## config.mk

```make
export PLATFORM = sky130hd
export DESIGN_NAME = dr_eo_adder
export DESIGN_NICKNAME = d
export VERILOG_FILES = /design/src/rtl/dr_eo_pkg.sv /design/src/rtl/dr_celem.sv /design/src/rtl/dr_eo_cell.sv /design/src/rtl/dr_eo_adder.sv
export SDC_FILE = /design/constraint.sdc
export NUM_CORES = 1
export LEC_CHECK = 0
export BUFFER_PORTS_ARGS = -buffer_cell sky130_fd_sc_hd__buf_2
export CAP_MARGIN = 25
export CORE_UTILIZATION = 35
export DETAILED_ROUTE_END_ITERATION = 10
export GPL_TIMING_DRIVEN = 0
export SLEW_MARGIN = 15
export SYNTH_ARGS = -nofsm -noshare
export SYNTH_HDL_FRONTEND = slang
export SYNTH_SLANG_ARGS = --single-unit
```

## constraint.sdc

```tcl
create_clock -name clk -period 11.7 [get_ports clk]
set_clock_uncertainty 0.15 [all_clocks]
set_input_delay 1.17 -clock clk [delete_from_list [all_inputs] [get_ports clk]]
set_output_delay 1.17 -clock clk [all_outputs]
set_load 0.05 [all_outputs]
```

## src/rtl/dr_eo_pkg.sv

```systemverilog
package dr_eo_pkg;
  typedef struct packed {
    logic t;
    logic f;
  } dr_bit_t;

  localparam dr_bit_t DR_SPACER = '{t: 1'b0, f: 1'b0};
endpackage

```

## src/rtl/dr_celem.sv

```systemverilog
module dr_celem (
  input  logic clk,
  input  logic rst,
  input  logic x,
  input  logic y,
  output logic q
);
  always_ff @(posedge clk) begin
    if (rst)
      q <= 1'b0;
    else if (x == y)
      q <= x;
  end
endmodule

```

## src/rtl/dr_eo_cell.sv

```systemverilog
module dr_eo_cell
  import dr_eo_pkg::*;
(
  input  logic    clk,
  input  logic    rst,
  input  dr_bit_t a,
  input  dr_bit_t b,
  input  dr_bit_t ci,
  output dr_bit_t s,
  output dr_bit_t co
);
  logic same_ops, diff_ops;
  logic c_same_t, c_same_f, c_diff_t, c_diff_f;

  // input-incomplete AND-OR terms
  assign same_ops = (a.f & b.f) | (a.t & b.t);
  assign diff_ops = (a.f & b.t) | (a.t & b.f);
  assign co.t     = (diff_ops & ci.t) | (a.t & b.t);
  assign co.f     = (diff_ops & ci.f) | (a.f & b.f);

  // sum rails are built from state-holding C-elements
  dr_celem u_same_t (.clk(clk), .rst(rst), .x(same_ops), .y(ci.t), .q(c_same_t));
  dr_celem u_same_f (.clk(clk), .rst(rst), .x(same_ops), .y(ci.f), .q(c_same_f));
  dr_celem u_diff_t (.clk(clk), .rst(rst), .x(diff_ops), .y(ci.f), .q(c_diff_t));
  dr_celem u_diff_f (.clk(clk), .rst(rst), .x(diff_ops), .y(ci.t), .q(c_diff_f));

  assign s.t = c_same_t | c_diff_t;
  assign s.f = c_same_f | c_diff_f;
endmodule

```

## src/rtl/dr_eo_adder.sv

```systemverilog
module dr_eo_adder
  import dr_eo_pkg::*;
#(
  parameter int W = 8
) (
  input  logic         clk,
  input  logic         rst,
  input  logic [W-1:0] a_t,
  input  logic [W-1:0] a_f,
  input  logic [W-1:0] b_t,
  input  logic [W-1:0] b_f,
  input  logic         cin_t,
  input  logic         cin_f,
  input  logic         ackout,
  output logic [W-1:0] sum_t,
  output logic [W-1:0] sum_f,
  output logic         cout_t,
  output logic         cout_f
);
  localparam int NCARRY = W + 1;

  dr_bit_t chain [NCARRY];

  assign chain[0] = '{t: cin_t, f: cin_f};

  for (genvar i = 0; i < W; i++) begin : g_bit
    dr_bit_t s_i;
    dr_eo_cell u_cell (
      .clk (clk),
      .rst (rst),
      .a   ('{t: a_t[i], f: a_f[i]}),
      .b   ('{t: b_t[i], f: b_f[i]}),
      .ci  (chain[i]),
      .s   (s_i),
      .co  (chain[i+1])
    );
    assign sum_t[i] = s_i.t;
    assign sum_f[i] = s_i.f;
  end

  // stage-level indication: final carry meets the completion signal
  dr_celem u_sync_t (.clk(clk), .rst(rst), .x(chain[W].t), .y(ackout), .q(cout_t));
  dr_celem u_sync_f (.clk(clk), .rst(rst), .x(chain[W].f), .y(ackout), .q(cout_f));
endmodule

```

# Word-level counts from Yosys, hierarchy flattened
# Cells that the tools add are included.
[word_totals]
register_bits = 34
inputBits = 37
out_inout_bits = 18
elab_cells = 164
[classes]
eq_ne = 34
n_bitwise = 96
[op_table]
columns = ["op", "count"]
rows = [
  ["1-bit AND", 48],
  ["1-bit bitwise OR", 48],
  ["1-bit == test", 34],
]

# Logic depth before layout (Yosys ltp)
# Gate-level depths: netlist of run 1.
[depth]
word_depth = 19
ltp_mapped = 20
depth_no_buf = 20

# Hierarchy
# A second synthesis of run 1 with hierarchy kept.
[unflattened]
hier_cells = 200
area_unflattened_um2 = 1689.1
[modules_own_cells]
columns = ["module", "instances", "cells_per_inst", "area_per_inst_um2", "seq_area_each_um2"]
rows = [
  ["dr_celem", 34, 4, 33.8, 20.0],
  ["dr_eo_cell", 8, 8, 67.6, 0.0],
]

# Worst setup path after synthesis of run 1
# Ideal clock, no wire load.
[synth_timing]
path_type = "input to register"
startpoint = "input port b_t[0]"
endpoint = "register u_sync_f.q"
setup_ps = 117
t_arrival_ps = 4543
t_required_ps = 11433
setup_slack_ps = 6890
path_stages = 20
n_path_buf = 0
cell_sequence = "a22oi_1 inv_1 ha_1 a21o_1 ha_1 a21o_1 ha_1 a21o_1 ha_1 a21o_1 ha_1 a21o_1 ha_1 a21o_1 ha_1 a21o_1 ha_1 a21o_1 maj3_2 nor2b_4"
[synth_between]
elab_chain_len = 19
[synth_lines]
columns = ["element", "line", "text"]
rows = [
  ["start, declared", "dr_eo_adder.sv:10", "input logic [W-1:0] b_t,"],
  ["1-bit AND (*)", "dr_eo_cell.sv:17", "assign diff_ops = (a.f & b.t) | (a.t & b.f);"],
  ["1-bit bitwise OR (*)", "dr_eo_cell.sv:17", ""],
  ["via g_bit[0].u_cell.diff_ops", "dr_eo_cell.sv:12", "logic same_ops, diff_ops;"],
  ["1-bit AND (*)", "dr_eo_cell.sv:19", "assign co.f = (diff_ops & ci.f) | (a.f & b.f);"],
  ["1-bit bitwise OR (*)", "dr_eo_cell.sv:19", ""],
  ["1-bit AND (*)", "dr_eo_cell.sv:19", ""],
  ["1-bit bitwise OR (*)", "dr_eo_cell.sv:19", ""],
  ["1-bit AND (*)", "dr_eo_cell.sv:19", ""],
  ["[4 not listed]", "-", ""],
  ["1-bit bitwise OR (*)", "dr_eo_cell.sv:19", ""],
  ["1-bit AND (*)", "dr_eo_cell.sv:19", ""],
  ["1-bit bitwise OR (*)", "dr_eo_cell.sv:19", ""],
  ["1-bit AND (*)", "dr_eo_cell.sv:19", ""],
  ["1-bit bitwise OR (*)", "dr_eo_cell.sv:19", ""],
  ["1-bit AND (*)", "dr_eo_cell.sv:19", ""],
  ["1-bit bitwise OR (*)", "dr_eo_cell.sv:19", ""],
  ["1-bit == test", "dr_celem.sv:11", "else if (x == y)"],
  ["end signal, assigned", "dr_celem.sv:10", "q <= 1'b0;"],
  ["end signal, assigned", "dr_celem.sv:12", "q <= x;"],
  ["end, declared", "dr_celem.sv:6", "output logic q"],
]
# Mark *: on every way through the listed nets, which the timed path passes. The rest lies on a longest branch.
# A chain may end at the register's enable or synchronous reset.

# Final worst setup path of run 1
# Ends and elaborated chain as after synthesis.

==> results.ini, run 1 <==
[clock_network]
cts_sinks = 34
postCtsResizedCells = 0
clk_latency_ns = 0.29
postCtsSetupRepairBufs = 0
numCtsBuffers = 5
hold_buffers = 0
cts_tree = done
cts_buffer_depth = 2
clk_pin_slew_ns = 0.07
root_buffer = clkbuf_8
htreeDepth = 2

[layout]
final_util_pct = 46.3
drive_gt1_share_pct = 31.0
num-nets-final = 323
layoutNonFillerInstCount = 338
antennaDiodeCount = 0
syn_to_final_growth_pct = 24.9
fin_area_sq_um = 2230

[yosys]
syn_avg_cell_area_sq_um = 8.55
syn_area_sq_um = 1790
yosys.cell_types.count = 16
synth_warnings = 0
synth_seq_cells = 34
synth_top_cell_by_area = dfxtp_1
post-synth-top-count-cell = dfxtp_1
synthCells = 209
ys_seq_area_share_pct = 38.1
synth_common_cells = dfxtp_1 (34), nand2_1 (32), o21ai_0 (32)
async_reset_ff_share_pct = 0
synth_edf_count = 0
synthFlopType = dfxtp_1
synth_nets = 262
synthTopCellsByArea = dfxtp_1 (38%), ha_1 (11%), o21ai_0 (9.0%)
synth_top_area_share_pct = 38.1

[die]
io_pins = 55
die_height_microns = 73.5
dieArea_sq_um = 5390
core-area_sq_um = 4820
start_util_pct = 37.1
fp-row-count = 25
die_x_microns = 73.5

[sta]
hold_ws_ns = 0.319
max-slew-margin-rel_pct = 63.7
fin_tns_setup_ns = 0
setup_viol = 0
setup_slack_ns = 6.76
layout_min_cycle_time_ns = 4.94
finalCritPeriodShare_pct = 42.2
max_freq_mhz = 202
rsz0062_at_grt = no
tightest_slew_ns = 0.545
finalHoldViolCount = 0
finalMaxSlewViolations = 0

[setup_path]
cp_slowest_cell = maj3_2
r2r_slack_ns = 10.71
worstPathRequired_ns = 11.73
cp-end-kind = flop
worstPathMaxFanout = 3
path_class = input port to flop
cp_cell_sequence = buf_2 > a22oi_1 > inv_1 > ha_1 > a21o_1 > ha_1 > a21o_1 > ha_1 > a21o_1 > ha_1 > a21o_1 > ha_1 > a21o_1 > ha_1 > a21o_1 > ha_1 > a21o_1 > ha_1 > a21o_1 > maj3_2 > nor2b_4
max_stage_delay_ns = 0.30
cp_data_arrival_time_ns = 4.97
cp-start-kind = input port

[global_routing]
grt_pass1_wl_microns = 5960
grt_pass1_vias = 1418
grt_usage_pct = 14.7
grt_start_max_net_pins = 11
overflow = 0
antenna_found_initial = 0

[drt]
ant_nets = 0
drc = 0
wire_per_inst_microns = 11.1
drt_iter0_markers = 48
avgViaCountPerCell = 4.71
drt_wl_total_microns = 3740
drtPass1Iterations = 4
vias = 1593

[place]
dp_hpwl_microns = 2910
gp_congestion = 0.772
pre_cts_slack_ns = 6.46
dp_cells = 330
placed_cell_area_sq_um = 2140
io_buffers = 54

[min_path]
hold_class = flop to flop

[status]
status = complete, no violations

[pwr]
leakagePower_nw = 1.16
p_per_area_nw_per_um2 = 141
power.total_mw = 0.314
ir_worst_vdd_mv = 0.0590

[run]
maxCapViolCount = 0

## metal layers
layer  global-route usage (%)  up-vias  part of all wire (%)
li1                         -      857                     -
met1                     18.3      696                    49
met2                     23.4       33                    45
met3                     3.70        7                   4.0
met4                     7.69        0                   2.0
met5                        0        -                     0
## report_power, final
part,internal (mW),switching (mW)
Clock,0.0474,0.0408
Combinational,0.0352,0.0608
Sequential,0.125,0.00393
Total,0.208,0.106
## flip-flops by register name (all words and copies together), names as in the netlist
name and flops:
g_bit.u_cell.u_diff_t.q 8, g_bit.u_cell.u_diff_f.q 8, g_bit.u_cell.u_same_t.q 8, u_sync_f.q 1, g_bit.u_cell.u_same_f.q 8, u_sync_t.q 1
## placed cells by master, fill, tap and decap left out, drive strengths merged
cell type,count
a21o,16
nor2b,18
a22oi,8
buf,56
ha,16
inv,8
nand2,32
clkinv,1
a22o,8
or2,16
maj3,2
dfxtp,34
o21ai,32
a21oi,16
clkbuf,8
## critical path, delay by kind of cell
| kind | cells | cell delay (ns) |
|---|---|---|
| fa+ha+maj | 9 | 1.79 |
| compound gates | 9 | 1.68 |
| simple gates | 1 | 0.12 |
| buf+inv | 2 | 0.21 |
## worst paths after layout
path,from,to,depth (start not counted)
worst max-delay path,b_t[0],u_sync_f.q,21
worst min-delay path,g_bit[6].u_cell.u_same_f.q,g_bit[6].u_cell.u_same_f.q,2
worst max register to register,u_sync_t.q,u_sync_t.q,2
worst min register to register,g_bit[6].u_cell.u_same_f.q,g_bit[6].u_cell.u_same_f.q,2
## cell type report
| cell class | count | area [sq um] |
|---|---|---|
| multi-input combinational | 164 | 1060 |
| timing repair buffer | 54 | 270 |
| buffer | 3 | 13.8 |
| tap | 67 | 83.8 |
| clock buffer | 7 | 86.3 |
| inverter | 8 | 30.0 |
| fill | 512 | 2580 |
| sequential | 34 | 681 |
| clock inverter | 1 | 5.00 |
## cells by family (layout without fill, tap and decap cells)
kind of cell    Yosys count  after routing  synth area share [%]
compound gates           80             80                  27.5
fa+ha+maj                18             18                  12.5
buf+inv                  11             73                  2.45
flops                    34             34                  38.1
simple gates             66             66                  19.5
Note: power is estimated with default switching activity, not from simulation.
==> inputs of run 2 (changes only) <==
==> constraint.sdc (replaced) <==
create_clock -name clk -period 4.18 [get_ports clk]
set_clock_uncertainty 0.15 [all_clocks]
set_input_delay 0.418 -clock clk [delete_from_list [all_inputs] [get_ports clk]]
set_output_delay 0.418 -clock clk [all_outputs]
set_load 0.05 [all_outputs]
==> results.ini, run 2 (synthesis results as in run 1) <==
[drt]
wire_per_inst_microns = 10.9
drt_wl_total_microns = 3800
drtPass1Iterations = 4
drc = 0
avgViaCountPerCell = 4.67
ant_nets = 0
vias = 1622
drt_iter0_markers = 49

[global_routing]
grt_start_max_net_pins = 11
grt_pass1_vias = 1414
overflow = 0
antenna_found_initial = 0
grt_usage_pct = 14.8
grt_pass1_wl_microns = 5960

[layout]
register_area_sq_um = 681
n_fill_cell = 508
syn_to_final_growth_pct = 29.8
antennaDiodeCount = 0
final_util_pct = 48.2
multi_input_area_sq_um = 1080
drive_gt1_share_pct = 36.1
final_cell_mix = buf_2 (56), dfxtp_1 (34), nand2_1 (32), o21ai_0 (32)
num-nets-final = 332
layoutNonFillerInstCount = 347
fin_area_sq_um = 2320
layout_commonest_cell = buf_2

[sta]
finalMaxSlewViolations = 0
max_freq_mhz = 248
tightest_slew_ns = 0.551
setup_viol = 0
finalCritPeriodShare_pct = 96.6
layout_min_cycle_time_ns = 4.04
finalHoldViolCount = 0
max-slew-margin-rel_pct = 63.3

[run]
maxCapViolCount = 0

[status]
status = complete, no violations

[setup_path]
path_buf_inv = 2
cp-end-kind = flop
worstPathMaxFanout = 3
cp-start-kind = input port
max_stage_delay_ns = 0.30
path_common_cell = a21o_1
cp_data_arrival_time_ns = 4.06
critical-path-top-delay-family = adder cells
cp_cell_sequence = buf_2 > a22oi_2 > inv_2 > ha_2 > a21o_1 > ha_1 > a21o_1 > ha_2 > a21o_1 > ha_2 > a21o_1 > ha_1 > a21o_1 > ha_1 > a21o_1 > ha_1 > a21o_1 > ha_1 > a21o_1 > maj3_2 > nor2b_4
cp_slowest_cell = maj3_2
path_class = input port to flop
worstPathRequired_ns = 4.20

[pwr]
ir_worst_vdd_mv = 0.179
leakagePower_nw = 1.19
power.total_mw = 0.893
p_per_area_nw_per_um2 = 385

[die]
fp-row-count = 25
dieArea_sq_um = 5390
core-area_sq_um = 4820
start_util_pct = 37.1
die_height_microns = 73.5
die_x_microns = 73.5
io_pins = 55

[place]
io_buffers = 54
dp_hpwl_microns = 2910
gp_congestion = 0.772
placed_cell_area_sq_um = 2140
dp_cells = 330

[clock_network]
cts_buffer_depth = 2
htreeDepth = 2
clk_latency_ns = 0.29
root_buffer = clkbuf_8
hold_buffers = 0
clk_pin_slew_ns = 0.06
cts_tree = done
numCtsBuffers = 5
cts_sinks = 34

[min_path]
hold_class = input port to flop

[run 2: cell types whose count changed in the layout (fill, tap and decap cells not counted), sizes merged]
cell / delta
buf: +9
[run 2: report_power, final]
group	total, mW	internal [mW]	switching (mW)
Clock	0.249	0.133	0.116
Combinational	0.282	0.109	0.173
Sequential	0.362	0.351	0.0111
Total	0.893	0.593	0.300
[run 2: metal layers]
layer,track usage (%),routed length (microns),vias up
li1,-,-,876
met1,18.3,1850,704
met2,23.5,1720,35
met3,3.70,156,7
met4,7.69,73,0
met5,0,0,-
[run 2: worst register-to-register path: cells and delay by family, from the launching register on]
kind / cells / cell delay [ns]
adder cells (fa/ha/maj): 1 / 0.30
AND/OR/NAND/NOR: 1 / 0.12
flip-flops: 1 / 0.31
[run 2: through the flow]
stage	setup TNS (ns)	hold slack, ns	worst slack, ns
final	0	0.235	0.141
after global routing	-0.00289	0.234	-0.00164
after CTS	0	0.230	0.0494
after detailed placement	-0.759	0.313	-0.306
after global placement	-0.940	0.306	-0.341
after floorplan	0	0.298	0.122
[run 2: path summary, 6_finish.rpt]
check,end,slack (ns),depth (start not counted),from
max,u_sync_t.q,0.14,21,a_f[0]
min,g_bit[4].u_cell.u_diff_f.q,0.24,2,rst
max reg2reg,u_sync_t.q,3.19,2,u_sync_t.q
min reg2reg,g_bit[6].u_cell.u_same_f.q,0.32,2,g_bit[6].u_cell.u_same_f.q
[run 2: layout make-up]
cell class	instances	area share [%]
Timing Repair Buffer	63	14.6
Clock inverter	1	0.216
Clock buffer	7	3.72
Multi-Input combinational cell	164	46.7
Buffer	3	0.593
Tap cell	67	3.61
Sequential cell	34	29.3
Inverter	8	1.29
[run 2: timing repair]
action | CTS | global route
resized for setup | 1 | 7
setup endpoints to repair | 1 | 2
pin swaps | 0 | 2
setup buffers | 0 | 9
